**src/rtl/hb_pkg.sv**
```systemverilog
package hb_pkg;
  localparam int NUM_SIDES = 2;
  localparam int SIDE_LO   = 0;
  localparam int SIDE_HI   = 1;

  function automatic int peer_of(input int side);
    return (side == SIDE_LO) ? SIDE_HI : SIDE_LO;
  endfunction
endpackage

```
**src/rtl/hb_sync.sv**
```systemverilog
module hb_sync #(
  parameter int WIDTH  = 2,
  parameter int STAGES = 2
) (
  input  logic             clk,
  input  logic             rst_n,
  input  logic [WIDTH-1:0] async_in,
  output logic [WIDTH-1:0] sync_out
);
  logic [WIDTH-1:0] stage_q [STAGES];

  always_ff @(posedge clk or negedge rst_n) begin
    if (!rst_n) begin
      for (int s = 0; s < STAGES; s++) stage_q[s] <= '0;
    end else begin
      stage_q[0] <= async_in;
      for (int s = 1; s < STAGES; s++) stage_q[s] <= stage_q[s-1];
    end
  end

  assign sync_out = stage_q[STAGES-1];
endmodule

```
**src/rtl/hb_interlock.sv**
```systemverilog
module hb_interlock
  import hb_pkg::*;
(
  input  logic                 clk,
  input  logic                 rst_n,
  input  logic [NUM_SIDES-1:0] cmd,
  output logic [NUM_SIDES-1:0] own_d
);
  logic [NUM_SIDES-1:0] own_q;

  // A side keeps ownership while its command holds; it gains ownership
  // only when the peer command is low. Simultaneous rises grant nobody.
  for (genvar g = 0; g < NUM_SIDES; g++) begin : g_own
    localparam int PEER = peer_of(g);
    assign own_d[g] = cmd[g] & (own_q[g] | ~cmd[PEER]);
  end

  always_ff @(posedge clk or negedge rst_n) begin
    if (!rst_n) own_q <= '0;
    else        own_q <= own_d;
  end

  a_r7_single_owner: assert property (@(posedge clk) disable iff (!rst_n)
    $countones(own_q) <= 1);
endmodule

```
**src/rtl/hb_side_ctrl.sv**
```systemverilog
module hb_side_ctrl #(
  parameter int BLANK_CYCLES = 1
) (
  input  logic clk,
  input  logic rst_n,
  input  logic cmd,
  input  logic uv,
  input  logic oc_sync,
  input  logic own_next,
  input  logic armed_next,
  output logic gate,
  output logic clamp,
  output logic latch_next
);
  localparam int CW = $clog2(BLANK_CYCLES + 1);

  logic          cmd_q;
  logic          oc_latch;
  logic [CW-1:0] on_cnt;
  logic          blank_done;
  logic          cmd_rise;
  logic          oc_set;
  logic          gate_d;

  assign cmd_rise   = cmd & ~cmd_q;
  assign blank_done = (on_cnt == CW'(BLANK_CYCLES));
  // Sense honoured only while on and past the blanking window
  assign oc_set     = oc_sync & gate & blank_done;
  assign latch_next = cmd_rise ? 1'b0 : (oc_latch | oc_set);
  assign gate_d     = own_next & ~latch_next & ~uv & armed_next;

  always_ff @(posedge clk or negedge rst_n) begin
    if (!rst_n) begin
      cmd_q    <= 1'b0;
      oc_latch <= 1'b0;
      gate     <= 1'b0;
      clamp    <= 1'b1;
      on_cnt   <= '0;
    end else begin
      cmd_q    <= cmd;
      oc_latch <= latch_next;
      gate     <= gate_d;
      clamp    <= ~gate_d;
      if (!gate)             on_cnt <= '0;
      else if (!blank_done)  on_cnt <= on_cnt + CW'(1);
    end
  end

  a_r4_clamp_inverse: assert property (@(posedge clk) disable iff (!rst_n)
    clamp == !gate);
  a_r3_uv_forces_off: assert property (@(posedge clk) disable iff (!rst_n)
    uv |=> !gate);
  a_r1_low_cmd_off: assert property (@(posedge clk) disable iff (!rst_n)
    !cmd |=> !gate);
  a_r6_latch_holds_off: assert property (@(posedge clk) disable iff (!rst_n)
    (oc_latch && !cmd_rise) |=> !gate);
endmodule

```
**src/rtl/hb_gate_guard.sv**
```systemverilog
module hb_gate_guard
  import hb_pkg::*;
#(
  parameter int SYNC_STAGES  = 2,
  parameter int BLANK_CYCLES = 1
) (
  input  logic clk,
  input  logic rst_n,
  input  logic cmd_lo,
  input  logic cmd_hi,
  input  logic oc_lo_raw,
  input  logic oc_hi_raw,
  input  logic uv_pos_lo,
  input  logic uv_neg_lo,
  input  logic uv_pos_hi,
  input  logic uv_neg_hi,
  output logic gate_lo,
  output logic gate_hi,
  output logic clamp_lo,
  output logic clamp_hi,
  output logic fault_n
);
  logic [NUM_SIDES-1:0] cmd_v, uv_v, oc_raw_v, oc_sync_v;
  logic [NUM_SIDES-1:0] own_d, gate_v, clamp_v, latch_d;
  logic                 armed_q, armed_d;

  assign cmd_v[SIDE_LO]    = cmd_lo;
  assign cmd_v[SIDE_HI]    = cmd_hi;
  assign uv_v[SIDE_LO]     = uv_pos_lo | uv_neg_lo;
  assign uv_v[SIDE_HI]     = uv_pos_hi | uv_neg_hi;
  assign oc_raw_v[SIDE_LO] = oc_lo_raw;
  assign oc_raw_v[SIDE_HI] = oc_hi_raw;

  hb_sync #(.WIDTH(NUM_SIDES), .STAGES(SYNC_STAGES)) u_oc_sync (
    .clk(clk), .rst_n(rst_n), .async_in(oc_raw_v), .sync_out(oc_sync_v));

  hb_interlock u_lock (
    .clk(clk), .rst_n(rst_n), .cmd(cmd_v), .own_d(own_d));

  // Power-up hold-off: arm once every supply has been good together
  assign armed_d = armed_q | ~(|uv_v);

  always_ff @(posedge clk or negedge rst_n) begin
    if (!rst_n) begin
      armed_q <= 1'b0;
      fault_n <= 1'b1;
    end else begin
      armed_q <= armed_d;
      fault_n <= ~((|latch_d) | (|uv_v));
    end
  end

  for (genvar g = 0; g < NUM_SIDES; g++) begin : g_side
    hb_side_ctrl #(.BLANK_CYCLES(BLANK_CYCLES)) u_side (
      .clk(clk), .rst_n(rst_n),
      .cmd(cmd_v[g]), .uv(uv_v[g]), .oc_sync(oc_sync_v[g]),
      .own_next(own_d[g]), .armed_next(armed_d),
      .gate(gate_v[g]), .clamp(clamp_v[g]), .latch_next(latch_d[g]));
  end

  assign gate_lo  = gate_v[SIDE_LO];
  assign gate_hi  = gate_v[SIDE_HI];
  assign clamp_lo = clamp_v[SIDE_LO];
  assign clamp_hi = clamp_v[SIDE_HI];

  a_r7_never_both_on: assert property (@(posedge clk) disable iff (!rst_n)
    !(gate_lo && gate_hi));
  a_r2_unarmed_off: assert property (@(posedge clk) disable iff (!rst_n)
    !armed_q |-> (!gate_lo && !gate_hi));
  a_r9_uv_reports: assert property (@(posedge clk) disable iff (!rst_n)
    (uv_pos_lo || uv_neg_lo || uv_pos_hi || uv_neg_hi) |=> !fault_n);
endmodule

```
**config.mk**
```make
export PLATFORM = sky130hd
export DESIGN_NAME = hb_gate_guard
export DESIGN_NICKNAME = d
export VERILOG_FILES = /design/src/rtl/hb_pkg.sv /design/src/rtl/hb_sync.sv /design/src/rtl/hb_interlock.sv /design/src/rtl/hb_side_ctrl.sv /design/src/rtl/hb_gate_guard.sv
export SDC_FILE = /design/constraint.sdc
export NUM_CORES = 1
export LEC_CHECK = 0
export CAP_MARGIN = 20
export CORE_MARGIN = 2
export CORE_UTILIZATION = 44
export DETAILED_ROUTE_END_ITERATION = 8
export MAX_ROUTING_LAYER = met4
export PLACE_DENSITY = 0.8
export SLEW_MARGIN = 20
export SYNTH_ARGS = -nofsm -noshare
export SYNTH_HDL_FRONTEND = slang
export SYNTH_SLANG_ARGS = --single-unit
```
**constraint.sdc**
```tcl
create_clock -name clk -period 1.4 [get_ports clk]
set_input_delay 0.28 -clock clk [delete_from_list [all_inputs] [get_ports clk]]
set_output_delay 0.28 -clock clk [all_outputs]
set_load 0.005 [all_outputs]
```
==> results.ini <==
[outcome]
status = finished, final reports clean

[yosys]
yosys.area.top_type_share_pct = 63.8
synthSimpleGateAreaFrac_pct = 17.0
synth_flop_cell = dfrtp_1
synthCells = 40
synth_xor_area_share_pct = 0
synth_most_common_cell = dfrtp_1
syn_nets = 50
yosysTopAreaCell = dfrtp_1
synth_top_family_by_area = simple AND/OR/NAND/NOR gates
synth.cell_area_um2 = 588
synth_edf_count = 0
synth_area_leaders = dfrtp_1 (64%), dfstp_2 (13%), nor4_4 (3.6%)
synthAdderAreaFrac_pct = 0
async_flop_share_pct = 100
yosysWarnings = 0
yosysSeqAreaShare_pct = 77.2
synth_mux_area_share_pct = 0
synthTopCellsByCount = dfrtp_1 (15), dfstp_2 (3), inv_1 (3)
ys_seq_elements = 18
yosysUniqueCellTypes = 14
synth_compound_gate_area_share_pct = 3.83
synth.avg_cell_area_um2 = 14.7

[global_route]
antenna_found_initial = 0
grt_remaining_overflow = 0
grt_pass1_vias = 353
track_usage_pct = 16.3
grt_max_degree = 19
grt_first_pass_wirelength_um = 1520

[clocking]
hold_buffers = 0
clk_latency_ns = 0.29
cts_sinks = 18
root_buffer = clkbuf_4
htreeDepth = 1
cts.clk_slew.worst_paths_ns = 0.10
numCtsBuffers = 3
cts_tree = built
cts_max_path_buffers = 2

[critical_path]
path_buf_inv = 1
crit_family = flip-flops
arrival_ns = 1.04
critPathKind = reg -> out
critPathMaxStageDelay_ns = 0.53
start_kind = flop
crit_start = g_side[0].u_side.clamp$_DFF_PN1_
rrSetupSlack_ns = 0.21
r2r_start = g_side[1].u_side.gate$_DFF_PN0_
end_kind = output port
r2r_cells = 4
worstReg2RegEnd = g_side[1].u_side.clamp$_DFF_PN1_
crit_chain = dlygate4sd2_1
required_ns = 1.12
path_max_fanout = 1
cp_slowest_cell = dfstp_2

[pwr]
p_seq_share_pct = 58.7
switching_share_pct = 20.5
netSwitchingPower_w = 0.000192
clkPwrFrac_pct = 33.0
intPower_w = 0.000745
p_per_area_nw_per_um2 = 1150
ir_drop_v = 0.000811
p_leak_nw = 0.377
p_comb_share_pct = 8.3

[final_layout]
n_antenna_cell = 0
num-fill-cells = 111
fin_area_um2 = 815
drive_above_1_share_pct = 22.2
area_delta_synth_final_pct = 38.5
fin_nets = 74

[timing]
rsz0062_at_grt = no
final-setup-viol-count = 0
fmax_mhz = 756
maxSlewHeadroom_pct = 84.0
finalCritPeriodShare_pct = 94.5
setup_tns_ns = 0
fin_crit_ns = 1.32
finClkSkew_ns = 0.00316
holdWs_ns = 0.315
worstMarginPinSlew_ns = 0.238
hold_viol_final = 0
finalMaxSlewViolations = 0

[die]
initial_core_util_pct = 46.4
die-area_um2 = 1650
rows = 13
ioPinCount = 15
die_x_um = 40.6
core_um2 = 1270
die_y_um = 40.6

[placement]
gp_congestion = 0.742
placed_area_um2 = 777
numPortBuffers = 14
place_hpwl_um = 690

[routing]
wire_per_inst_um = 13.0
drt_first_iter_violations = 6
ant_nets = 0
wl_um = 1010
vias = 373
drt_first_pass_iters = 4
drc = 0
via_per_inst = 4.78

[flow_run]
drv_cap = 0

[hold_path]
hold_path.class = in -> async

-- repair_timing --
action / CTS / global route
buffers inserted: 1 / 0
setup endpoints to repair: 5 / 0
resized for setup: 5 / 0
-- per-layer routing --
layer | up-vias | track usage [%] | share of wire, %
li1 | 181 | - | -
met1 | 179 | 20.4 | 43
met2 | 11 | 23.0 | 51
met3 | 2 | 5.00 | 4.8
met4 | 0 | 10.0 | 0.89
met5 | - | - | 0
-- worst max-delay path by stage --
stage / endpoint / slack [ns] / cells past startpoint
floorplan: g_side[1].u_side.clamp$_DFF_PN1_ / 0.34 / 3
global placement: g_side[1].u_side.clamp$_DFF_PN1_ / -0.13 / 4
detailed placement: g_side[0].u_side.clamp$_DFF_PN1_ / -0.16 / 4
CTS: clamp_lo / 0.06 / 1
global route: fault_n / 0.02 / 1
finish: clamp_lo / 0.08 / 1
-- sequential cells by signal (all words and copies together), names as in the netlist --
register / cells
u_lock.own_q: 2
g_side.u_side.gate: 2
armed_q: 1
g_side.u_side.cmd_q: 2
g_side.u_side.blank_done: 2
g_side.u_side.clamp: 2
u_oc_sync.stage_q: 2
g_side.u_side.oc_latch: 2
u_oc_sync.sync_out: 2
fault_n: 1
-- per-stage QoR --
step,util (%),instances,worst slack [ns],total power [W]
floorplan,-,40,0.336,0.000578
global placement,61.2,73,-0.131,0.000638
detailed placement,61.2,73,-0.164,0.000640
CTS,64.2,78,0.0563,0.000952
global route,64.2,78,0.0177,0.000992
finish,64.2,78,0.0772,0.000937
-- area by class of cell --
| type | count | area [um2] | share of cell area [%] |
|---|---|---|---|
| flip-flops and latches | 18 | 454 | 55.8 |
| clock buffers | 4 | 36.3 | 4.45 |
| multi-input cells | 19 | 123 | 15.1 |
| inverters | 3 | 11.3 | 1.38 |
| repair buffers | 19 | 171 | 21.0 |
| well taps | 15 | 18.8 | 2.30 |
-- worst register-to-register path, cell delays in order, from the launching register on --
cell and delay (ns):
dfrtp_1 0.38, buf_4 0.13, a31oi_1 0.15, a21oi_1 0.08, or3_1 0.37
-- cells by family (layout without fill, tap and decap cells) --
family	after synthesis	in the layout
buffers and inverters	3	26
AND/OR/NAND/NOR	15	15
flip-flops	18	18
AO/OA/AOI/OAI	4	4
-- power by group through the flow --
| stage | clock network [W] | registers, W | logic, W |
|---|---|---|---|
| global placement | 0 | 0.000560 | 0.0000773 |
| CTS | 0.000322 | 0.000551 | 0.0000788 |
| finish | 0.000310 | 0.000550 | 0.0000775 |
| floorplan | 0 | 0.000560 | 0.0000174 |
| global route | 0.000353 | 0.000553 | 0.0000866 |
| detailed placement | 0 | 0.000561 | 0.0000791 |
-- cell usage in the layout (no fill, tap or decap), types with 2 or more instances in the layout --
master | Yosys | final
and2_1 | 2 | 2
nand3_1 | 2 | 2
dfrtp_1 | 15 | 15
nand2b_1 | 2 | 2
buf_4 | 0 | 5
nor3_1 | 2 | 2
a21oi_1 | 2 | 2
clkdlybuf4s50_1 | 0 | 9
or3_1 | 2 | 2
nor2_1 | 2 | 2
inv_1 | 3 | 3
clkbuf_4 | 0 | 3
a31oi_1 | 2 | 2
dlygate4sd2_1 | 0 | 5
dfstp_2 | 3 | 3
Power figures use the tool's default switching activity.
